===== src/rtl/pd_wake_pkg.sv =====
package pd_wake_pkg;
  typedef enum logic [1:0] {
    S_RUN    = 2'd0,
    S_PDOWN  = 2'd1,
    S_WAKE   = 2'd2,
    S_RESUME = 2'd3
  } pd_state_e;
endpackage


===== src/rtl/pd_rst_timer.sv =====
module pd_rst_timer #(
  parameter int CW = 12
) (
  input  logic          clk_i,
  input  logic          rst_ni,
  input  logic          en_i,
  input  logic          low_i,
  input  logic [CW-1:0] thr_i,
  output logic          hit_o
);
  logic [CW-1:0] cnt_q;

  // count consecutive low cycles; any high cycle restarts
  always_ff @(posedge clk_i or negedge rst_ni) begin
    if (!rst_ni)              cnt_q <= '0;
    else if (!en_i || !low_i) cnt_q <= '0;
    else if (!hit_o)          cnt_q <= cnt_q + 1'b1;
  end

  assign hit_o = en_i && low_i && (cnt_q == thr_i - 1'b1);
endmodule


===== src/rtl/pd_event_latch.sv =====
module pd_event_latch #(
  parameter int N_IRQ = 4,
  parameter int N_AB  = 2
) (
  input  logic             clk_i,
  input  logic             rst_ni,
  input  logic             clr_i,
  input  logic [N_IRQ-1:0] irq_i,
  input  logic [N_IRQ-1:0] irq_ack_i,
  input  logic [N_AB-1:0]  ab_req_i,
  input  logic             ab_cap_i,
  input  logic             ab_pass_i,
  input  logic             drain_i,
  output logic [N_IRQ-1:0] irq_pend_o,
  output logic [N_AB-1:0]  ab_go_o,
  output logic             ab_left_o
);
  logic [N_IRQ-1:0] pend_q;
  logic [N_AB-1:0]  ab_q, ab_d, grant;

  always_ff @(posedge clk_i or negedge rst_ni) begin
    if (!rst_ni)    pend_q <= '0;
    else if (clr_i) pend_q <= '0;
    else            pend_q <= (pend_q & ~irq_ack_i) | irq_i;
  end

  // lowest index wins: receive before transmit
  always_comb begin
    grant = '0;
    if (drain_i) begin
      for (int i = 0; i < N_AB; i++) begin
        if (ab_q[i] && grant == '0) grant[i] = 1'b1;
      end
    end
  end

  always_comb begin
    ab_d = (ab_q & ~grant) | (ab_cap_i ? ab_req_i : '0);
    if (clr_i) ab_d = '0;
  end

  always_ff @(posedge clk_i or negedge rst_ni) begin
    if (!rst_ni) ab_q <= '0;
    else         ab_q <= ab_d;
  end

  assign irq_pend_o = pend_q;
  assign ab_go_o    = ab_pass_i ? ab_req_i : grant;
  assign ab_left_o  = |ab_d;
endmodule


===== src/rtl/pd_rx_hold.sv =====
module pd_rx_hold #(
  parameter int DW = 8
) (
  input  logic          clk_i,
  input  logic          rst_ni,
  input  logic          load_i,
  input  logic [DW-1:0] data_i,
  input  logic          rd_i,
  output logic [DW-1:0] data_o,
  output logic          full_o
);
  always_ff @(posedge clk_i or negedge rst_ni) begin
    if (!rst_ni) begin
      data_o <= '0;
      full_o <= 1'b0;
    end else if (load_i) begin
      data_o <= data_i;
      full_o <= 1'b1;
    end else if (rd_i) begin
      full_o <= 1'b0;
    end
  end
endmodule


===== src/rtl/pd_wake_ctrl.sv =====
module pd_wake_ctrl
  import pd_wake_pkg::*;
#(
  parameter int N_IRQ    = 4,
  parameter int DW       = 8,
  parameter int RUN_THR  = 5,
  parameter int STOP_THR = 3000
) (
  input  logic             clk_i,
  input  logic             rst_ni,
  input  logic             pd_req_i,
  input  logic             clk_stop_i,
  input  logic             wake_i,
  input  logic             ctx_keep_i,
  input  logic             core_rst_ni,
  input  logic [N_IRQ-1:0] irq_i,
  input  logic [N_IRQ-1:0] irq_ack_i,
  input  logic [1:0]       ab_req_i,
  input  logic             sclk_ext_i,
  input  logic             rx_valid_i,
  input  logic [DW-1:0]    rx_data_i,
  input  logic             rx_rd_i,
  output logic             halt_o,
  output logic             clk_en_o,
  output logic             core_rst_o,
  output logic [N_IRQ-1:0] irq_pend_o,
  output logic [1:0]       ab_go_o,
  output logic [DW-1:0]    rx_data_o,
  output logic             rx_full_o
);
  localparam int MAX_THR = (STOP_THR > RUN_THR) ? STOP_THR : RUN_THR;
  localparam int CW      = $clog2(MAX_THR + 1);

  pd_state_e     state_q;
  logic          stopped_q, rst_exit_q;
  logic          hit, ab_left, sport_live, ctx_clr;
  logic [CW-1:0] thr;

  assign thr        = stopped_q ? CW'(STOP_THR) : CW'(RUN_THR);
  assign sport_live = !(state_q == S_PDOWN && stopped_q && !sclk_ext_i);
  assign ctx_clr    = (state_q == S_WAKE) && rst_exit_q;

  pd_rst_timer #(.CW(CW)) i_timer (
    .clk_i  (clk_i),
    .rst_ni (rst_ni),
    .en_i   (state_q == S_PDOWN),
    .low_i  (!core_rst_ni),
    .thr_i  (thr),
    .hit_o  (hit)
  );

  pd_event_latch #(.N_IRQ(N_IRQ), .N_AB(2)) i_events (
    .clk_i      (clk_i),
    .rst_ni     (rst_ni),
    .clr_i      (ctx_clr),
    .irq_i      (irq_i),
    .irq_ack_i  (irq_ack_i),
    .ab_req_i   (ab_req_i),
    .ab_cap_i   ((state_q != S_RUN) && sport_live),
    .ab_pass_i  (state_q == S_RUN),
    .drain_i    (state_q == S_RESUME),
    .irq_pend_o (irq_pend_o),
    .ab_go_o    (ab_go_o),
    .ab_left_o  (ab_left)
  );

  pd_rx_hold #(.DW(DW)) i_rx (
    .clk_i  (clk_i),
    .rst_ni (rst_ni),
    .load_i (rx_valid_i && sport_live),
    .data_i (rx_data_i),
    .rd_i   (rx_rd_i),
    .data_o (rx_data_o),
    .full_o (rx_full_o)
  );

  always_ff @(posedge clk_i or negedge rst_ni) begin
    if (!rst_ni) begin
      state_q    <= S_RUN;
      stopped_q  <= 1'b0;
      rst_exit_q <= 1'b0;
    end else begin
      unique case (state_q)
        S_RUN: if (pd_req_i) begin
          state_q   <= S_PDOWN;
          stopped_q <= clk_stop_i;
        end
        S_PDOWN: if (hit) begin
          state_q    <= S_WAKE;
          rst_exit_q <= 1'b1;
        end else if (wake_i) begin
          state_q    <= S_WAKE;
          rst_exit_q <= !ctx_keep_i;
        end
        S_WAKE:   state_q <= S_RESUME;
        S_RESUME: if (!ab_left) state_q <= S_RUN;
        default:  state_q <= S_RUN;
      endcase
    end
  end

  assign halt_o     = (state_q != S_RUN);
  assign clk_en_o   = !(state_q == S_PDOWN && stopped_q);
  assign core_rst_o = ctx_clr || (state_q == S_RUN && !core_rst_ni);
endmodule


===== config.mk =====
export PLATFORM = sky130hd
export DESIGN_NAME = pd_wake_ctrl
export DESIGN_NICKNAME = d
export VERILOG_FILES = /design/src/rtl/pd_wake_pkg.sv /design/src/rtl/pd_rst_timer.sv /design/src/rtl/pd_event_latch.sv /design/src/rtl/pd_rx_hold.sv /design/src/rtl/pd_wake_ctrl.sv
export SDC_FILE = /design/constraint.sdc
export NUM_CORES = 1
export LEC_CHECK = 0
export BUFFER_PORTS_ARGS = -buffer_cell sky130_fd_sc_hd__buf_4
export CAP_MARGIN = 25
export CORE_MARGIN = 2
export CORE_UTILIZATION = 50
export CTS_CLUSTER_DIAMETER = 150
export DETAILED_ROUTE_END_ITERATION = 12
export GPL_ROUTABILITY_DRIVEN = 1
export MAX_ROUTING_LAYER = met4
export PLACE_DENSITY = 0.81
export RECOVER_POWER = 50
export SLEW_MARGIN = 10
export SYNTH_ARGS = -nofsm -noshare
export SYNTH_HDL_FRONTEND = slang
export SYNTH_SLANG_ARGS = --single-unit

===== constraint.sdc =====
create_clock -name clk_i -period 4.9 [get_ports clk_i]
set_input_delay 1.47 -clock clk_i [delete_from_list [all_inputs] [get_ports clk_i]]
set_output_delay 1.47 -clock clk_i [all_outputs]
set_load 0.1 [all_outputs]

After elaboration in Yosys (flattened, before gate mapping)
Index checks and enable logic that the tools add are counted.
Widths: inputs -> output; s select.
{ "word_totals": {"output_inout_bits": 18, "word_cells": 70, "register_bits": 31, "inputBits": 28} }
{ "op_classes": {"n_reduce_logical": 25, "bitwise": 7, "muxes": 20, "eq_ne": 8, "n_addsub": 2} }
{ "ops": {"columns": ["cell", "n"], "rows": [
  ["$mux 12", 3],
  ["$mux 2", 8],
  ["$add 12x1->12 const B", 1],
  ["$eq 12x12->1", 1],
  ["$sub 12x1->12 const B", 1],
  ["$logic_and 1x1->1", 9],
  ["$pmux 2 s4", 1],
  ["$mux 1", 7],
  ["$logic_not 1->1", 6],
  ["$reduce_bool 2->1", 3],
  ["$and 4x4->4", 1],
  ["$eq 2x2->1 const B", 2],
  ["$mux 4", 1],
  ["$ne 2x2->1 const B", 2],
  ["$not 4->4", 1],
  ["$or 4x4->4", 1],
  ["$reduce_and 2->1", 2],
  ["$ne 3x3->1 const B", 1],
  ["$reduce_and 3->1", 1],
  ["$and 2x2->2", 1],
  ["$eq 2x1->1 const B", 1],
  ["$logic_not 2->1", 1],
  ["$logic_or 1x1->1", 2],
  ["$ne 2x1->1 const B", 1],
  ["4 further kinds", 4]
]} }

Longest topological paths before layout
{ "depth": {"word_depth": 13, "ltp_mapped": 7, "mapped_depth_nobuf": 7} }

Hierarchy
Synthesis repeated with hierarchy kept, for this count alone.
{ "unflattened": {"cells_unflattened": 210, "hier_area_um2": 1965.6} }
{ "by_module_without_submodules": {"columns": ["mod", "area_per_inst_um2", "seq_area_each_um2", "cells_per_inst", "instances"], "rows": [
  ["pd_rst_timer", 1013.5, 300.3, 125, 1],
  ["pd_rx_hold", 369.1, 225.2, 20, 1],
  ["pd_wake_ctrl", 314.1, 100.1, 33, 1],
  ["pd_event_latch", 269.0, 150.1, 32, 1]
]} }

Worst setup path after synthesis
OpenSTA, ideal clock, no wires.
{ "synth_path": {"path_type": "reg2out", "from": "reg state_q[0]", "to": "out ab_go_o[1]", "t_required_ns": 3.430, "path_buffers": 1, "slack_ns": -0.199, "stages_incl_launch_ff": 7, "t_arrival_ns": 3.629, "cell_sequence": "dfrtp_1 inv_1 ha_1 clkbuf_1 inv_1 nand2_1 o21ai_0"} }
{ "synth_via": {"elab_chain_cells": 3, "word_cells_on_any_way": 4, "classes_between": "eq/ne: 1; mux: 2; reduce/logical: 1"} }
{ "synth_rtl": {"columns": ["element", "line", "source"], "rows": [
  ["start: declaration", "pd_wake_ctrl.sv:34", "pd_state_e state_q;"],
  ["start signal: assignment", "pd_wake_ctrl.sv:79", "state_q <= S_RUN;"],
  ["start signal: assignment", "pd_wake_ctrl.sv:85", "state_q <= S_PDOWN;"],
  ["start signal: assignment", "pd_wake_ctrl.sv:89", "state_q <= S_WAKE;"],
  ["$eq 2x2->1", "pd_wake_ctrl.sv:61", ".drain_i (state_q == S_RESUME),"],
  ["$mux 2", "pd_event_latch.sv:30", "if (drain_i) begin"],
  ["$mux 2 (*)", "pd_event_latch.sv:48", "assign ab_go_o = ab_pass_i ? ab_req_i : grant;"],
  ["end: declaration", "pd_wake_ctrl.sv:27", "output logic [1:0] ab_go_o,"]
]} }
Every way passes the cells marked *; elsewhere a longest branch is shown, timed or not.

Worst setup path after layout
{ "layout_path": {"from": "in core_rst_ni", "to": "out core_rst_o"} }
{ "layout_via": {"elab_chain_cells": 3} }
{ "layout_rtl": {"columns": ["element", "line", "source"], "rows": [
  ["start: declaration", "pd_wake_ctrl.sv:15", "input logic core_rst_ni,"],
  ["$logic_not 1->1", "pd_wake_ctrl.sv:104", "assign core_rst_o = ctx_clr || (state_q == S_RUN && !core_rst_ni);"],
  ["$logic_and 1x1->1", "pd_wake_ctrl.sv:104", null],
  ["$logic_or 1x1->1", "pd_wake_ctrl.sv:104", null],
  ["end: declaration", "pd_wake_ctrl.sv:25", "output logic core_rst_o,"]
]} }
Every way passes these cells.

==> summary.txt <==
Placed design
  – Total placed cells including tap cells: 228
  – Detailed Place HPWL: 2580 um
  – DP Worst Slack: 1.41 ns
  – Number of buffer cells added on primary ports: 45
  – Placer's final routability congestion estimate: 0.852

Floorplanning
  – Die width: 59.5 um
  – Starting utilization of the core area: 51.4%
  – Num rows: 20
  – Number of primary I/O pins: 46
  – Overall die height: 59.5 um
  – Placeable core region: 3000 um2
  – Die Area: 3550 um2

Clocking
  – Worst-path clk slew: 0.08 ns
  – # H-tree levels: 2
  – Post-cts gate resize count: 0
  – Post-CTS Hold Fix Bufs: 0
  – Num CTS Buffers: 5
  – Buffers from clock root to sink, at most: 2
  – Count of clock tree sinks: 31
  – Clock latency on the worst-skew pair: 0.34 ns
  – Root Buffer: sky130_fd_sc_hd__clkbuf_4
  – Post-CTS Setup Inserts: 0
  – Clock tree from TritonCTS: done

Synth
  – Mux contribution to synthesized area: 8.60%
  – Leading cell type by number of instances after synthesis: sky130_fd_sc_hd__dfrtp_1
  – Top flip-flop cell by instance count after synthesis: sky130_fd_sc_hd__dfrtp_1
  – Post-Synth XOR/XNOR Area: 5.11%
  – Fraction of synthesis flops using an asynchronous set or reset pin: 100%
  – Commonest cells post-synth: sky130_fd_sc_hd__dfrtp_1 (31), sky130_fd_sc_hd__nor2_1 (23), sky130_fd_sc_hd__nand2_1 (15), sky130_fd_sc_hd__inv_1 (11)
  – Sequential-to-total area share from yosys stat: 50.3%
  – Post-Synth Simple-Gate Area: 19.9%
  – Top cell type's share of synthesized area: 50.3%
  – EDFF count, synth: 0
  – Synth Cell Area: 1540 um2
  – Synthesized instance count: 153
  – Total number of yosys warnings: 0
  – Synthesized Nets: 186
  – Area fraction in compound gates after synthesis: 8.68%
  – Average size of a mapped cell: 10.1 um2
  – Number of distinct library cells after synthesis: 31
  – Main area contributors after synthesis: sky130_fd_sc_hd__dfrtp_1 (50%), sky130_fd_sc_hd__mux2_2 (6.6%), sky130_fd_sc_hd__nor2_1 (5.6%), sky130_fd_sc_hd__ha_1 (4.1%), sky130_fd_sc_hd__xor2_1 (4.0%)
  – Post-synthesis cell type with the largest combined area: sky130_fd_sc_hd__dfrtp_1
  – Combinational family with the most area after synthesis: simple AND/OR/NAND/NOR gates
  – Number of synthesized register bits: 31
  – Adder and majority cell fraction of the synthesized area: 4.06%

Drt
  – First-iteration detailed-routing DRC count: 56
  – Highest metal layer with signal wires: met4
  – Routed Wire Length: 3310 um
  – Post-detailed-route DRC marker count: 0
  – Via count normalized by instance count: 5.47
  – Routed length per placed instance: 14.0 um
  – Met3 routed WL: 225 um
  – Met2 wire len: 1780 um
  – Pre-antenna DRT Iters: 4
  – Sum of routed wire segments on met1: 1230 um
  – Antenna Violating Nets Remaining: 0
  – Total number of vias: 1,291

Flow run
  – Max-Cap Viols: 1

Worst setup path
  – CP max-delay cell: sky130_fd_sc_hd__buf_4
  – Number of buffers and inverters on the critical path: 2
  – CP delay by family, top: buffers and inverters
  – Category of the worst setup path capture point: output port
  – Worst setup slack for register-to-register paths: 2.82 ns
  – Arrival @ worst endpoint: 2.02 ns
  – Crit start category: input pin
  – CP required: 3.43 ns
  – Highest net fanout along the worst path: 3
  – Ordered cell list for the critical path: clkbuf_1 > o21ai_1 > buf_4
  – Critical path start-end classification: input pin to output port
  – Largest incremental delay on the critical path: 0.31 ns

Finish
  – Nets: 235
  – Fraction of final layout cells sized beyond drive strength 1: 31.5%
  – Inserted Diodes: 0
  – Final cell count without fillers: 236
  – Syn-to-layout area delta: 27.5%

STA
  – Max-Slew Margin vs Limit: -6.57%
  – Max-slew violation total from the final report: 32
  – Achievable Freq: 0.286 GHz
  – Actual transition at the worst max-transition pin: 1.60 ns
  – Share of the clock period used by the worst path: 71.3%
  – Setup TNS: 0 ns
  – Final Critical Period: 3.49 ns
  – Number of endpoints with negative hold slack in the final report: 0
  – Setup violators final: 0
  – Final worst hold slack: 0.518 ns
  – Post-layout worst setup margin: 1.41 ns
  – RSZ-0062 raised after global routing: no
  – Post-Route Skew: 0.0103 ns

GRT
  – Total congestion overflow: 0
  – Global routing usage summed across all routing layers: 21.3%
  – Antenna violations before repair: 0
  – Global-route wire length before repair: 5400 um
  – Vias in the first global route: 1,298
  – Pin count of the biggest net entering global routing: 32

Status
  – Run status: finished with violations
  – Failing checks: max-capacitance violations, max-slew violations

Hold path
  – Min-Delay Path Class: register to register

Power and ir drop
  – IR Drop Worst-Case VDD: 246 uV
  – Power per cell area: 583 nW/um2
  – P_leak: 0.919 nW
## cell type report
cell class,instances,area (um2)
Inverter,11,41.3
Fill cell,261,1040
Multi-Input combinational cell,108,709
Tap cell,33,41.3
Timing Repair Buffer,45,330
Sequential cell,31,776
Clock buffer,8,68.8
## cells by family after synthesis
kind of cell | Yosys count
AO/OA/AOI/OAI | 22
buffers and inverters | 14
adder cells (fa/ha/maj) | 5
multiplexers | 12
flip-flops | 31
AND/OR/NAND/NOR | 60
XOR/XNOR | 9
## path summary, 6_finish.rpt
check,startpoint,endpoint,cells past startpoint
setup / recovery,core_rst_ni,core_rst_o,3
hold / removal,i_rx.data_o[1]$_DFFE_PN0P_,i_rx.data_o[1]$_DFFE_PN0P_,1
setup reg to reg,state_q[1]$_DFFE_PN0P_,i_rx.data_o[0]$_DFFE_PN0P_,5
hold reg to reg,i_rx.data_o[1]$_DFFE_PN0P_,i_rx.data_o[1]$_DFFE_PN0P_,1
max in group asynchronous,rst_ni,i_rx.data_o[1]$_DFFE_PN0P_,1
min in group asynchronous,rst_ni,i_events.ab_q[0]$_DFF_PN0_,1
## metal layers
layer	track usage [%]	vias up
met4	11.4	0
li1	-	623
met1	21.7	613
met2	36.9	46
met3	5.68	9
met5	-	-
## metrics by stage
stage                     utilization (%)  power (mW)  area [um2]
after CTS                            65.9        1.15        1980
after detailed placement             63.6       0.986        1910
after global routing                 65.5        1.20        1970
final                                65.5        1.15        1970
after floorplan                         -       0.844        1540
after global placement               63.6       0.964        1910
## worst reg2reg max path, cell delays in order, from the launching register on
cell	delay (ns)
sky130_fd_sc_hd__dfrtp_1	0.43
sky130_fd_sc_hd__inv_1	0.09
sky130_fd_sc_hd__ha_1	0.27
sky130_fd_sc_hd__nand2_1	0.13
sky130_fd_sc_hd__o21ai_1	0.62
sky130_fd_sc_hd__mux2_2	0.42
## cells in the final DEF, fill, tap and decap left out, types with 2 or more instances in the layout
| cell type | count |
|---|---|
| sky130_fd_sc_hd__mux2_2 | 9 |
| sky130_fd_sc_hd__buf_4 | 37 |
| sky130_fd_sc_hd__nand2_1 | 15 |
| sky130_fd_sc_hd__nor2_1 | 23 |
| sky130_fd_sc_hd__nand3_1 | 5 |
| sky130_fd_sc_hd__or4_4 | 2 |
| sky130_fd_sc_hd__clkbuf_4 | 11 |
| sky130_fd_sc_hd__xnor2_1 | 2 |
| sky130_fd_sc_hd__o21ai_1 | 3 |
| sky130_fd_sc_hd__nand4_1 | 4 |
| sky130_fd_sc_hd__nand2b_1 | 2 |
| sky130_fd_sc_hd__inv_1 | 11 |
| sky130_fd_sc_hd__o21ai_0 | 7 |
| sky130_fd_sc_hd__xor2_1 | 7 |
| sky130_fd_sc_hd__nor2b_1 | 2 |
| sky130_fd_sc_hd__a21oi_1 | 7 |
| sky130_fd_sc_hd__clkbuf_8 | 2 |
| sky130_fd_sc_hd__mux2i_1 | 2 |
| sky130_fd_sc_hd__dfrtp_1 | 31 |
| sky130_fd_sc_hd__ha_1 | 5 |
| sky130_fd_sc_hd__clkbuf_1 | 3 |
## power breakdown
| group | internal, mW | switching (mW) | leakage, nW |
|---|---|---|---|
| sequential | 0.306 | 0.0398 | 0.386 |
| clock | 0.0843 | 0.0840 | 0.0386 |
| combinational | 0.165 | 0.467 | 0.495 |
| total | 0.556 | 0.591 | 0.919 |
## sequential cells by signal, indices dropped and copies added, names as in the netlist
register,cells
i_rx.full_o,1
i_timer.cnt_q,12
i_events.irq_pend_o,4
rst_exit_q,1
stopped_q,1
i_events.ab_q,2
state_q,2
i_rx.data_o,8
No activity file was read; power rests on OpenSTA's default activity.
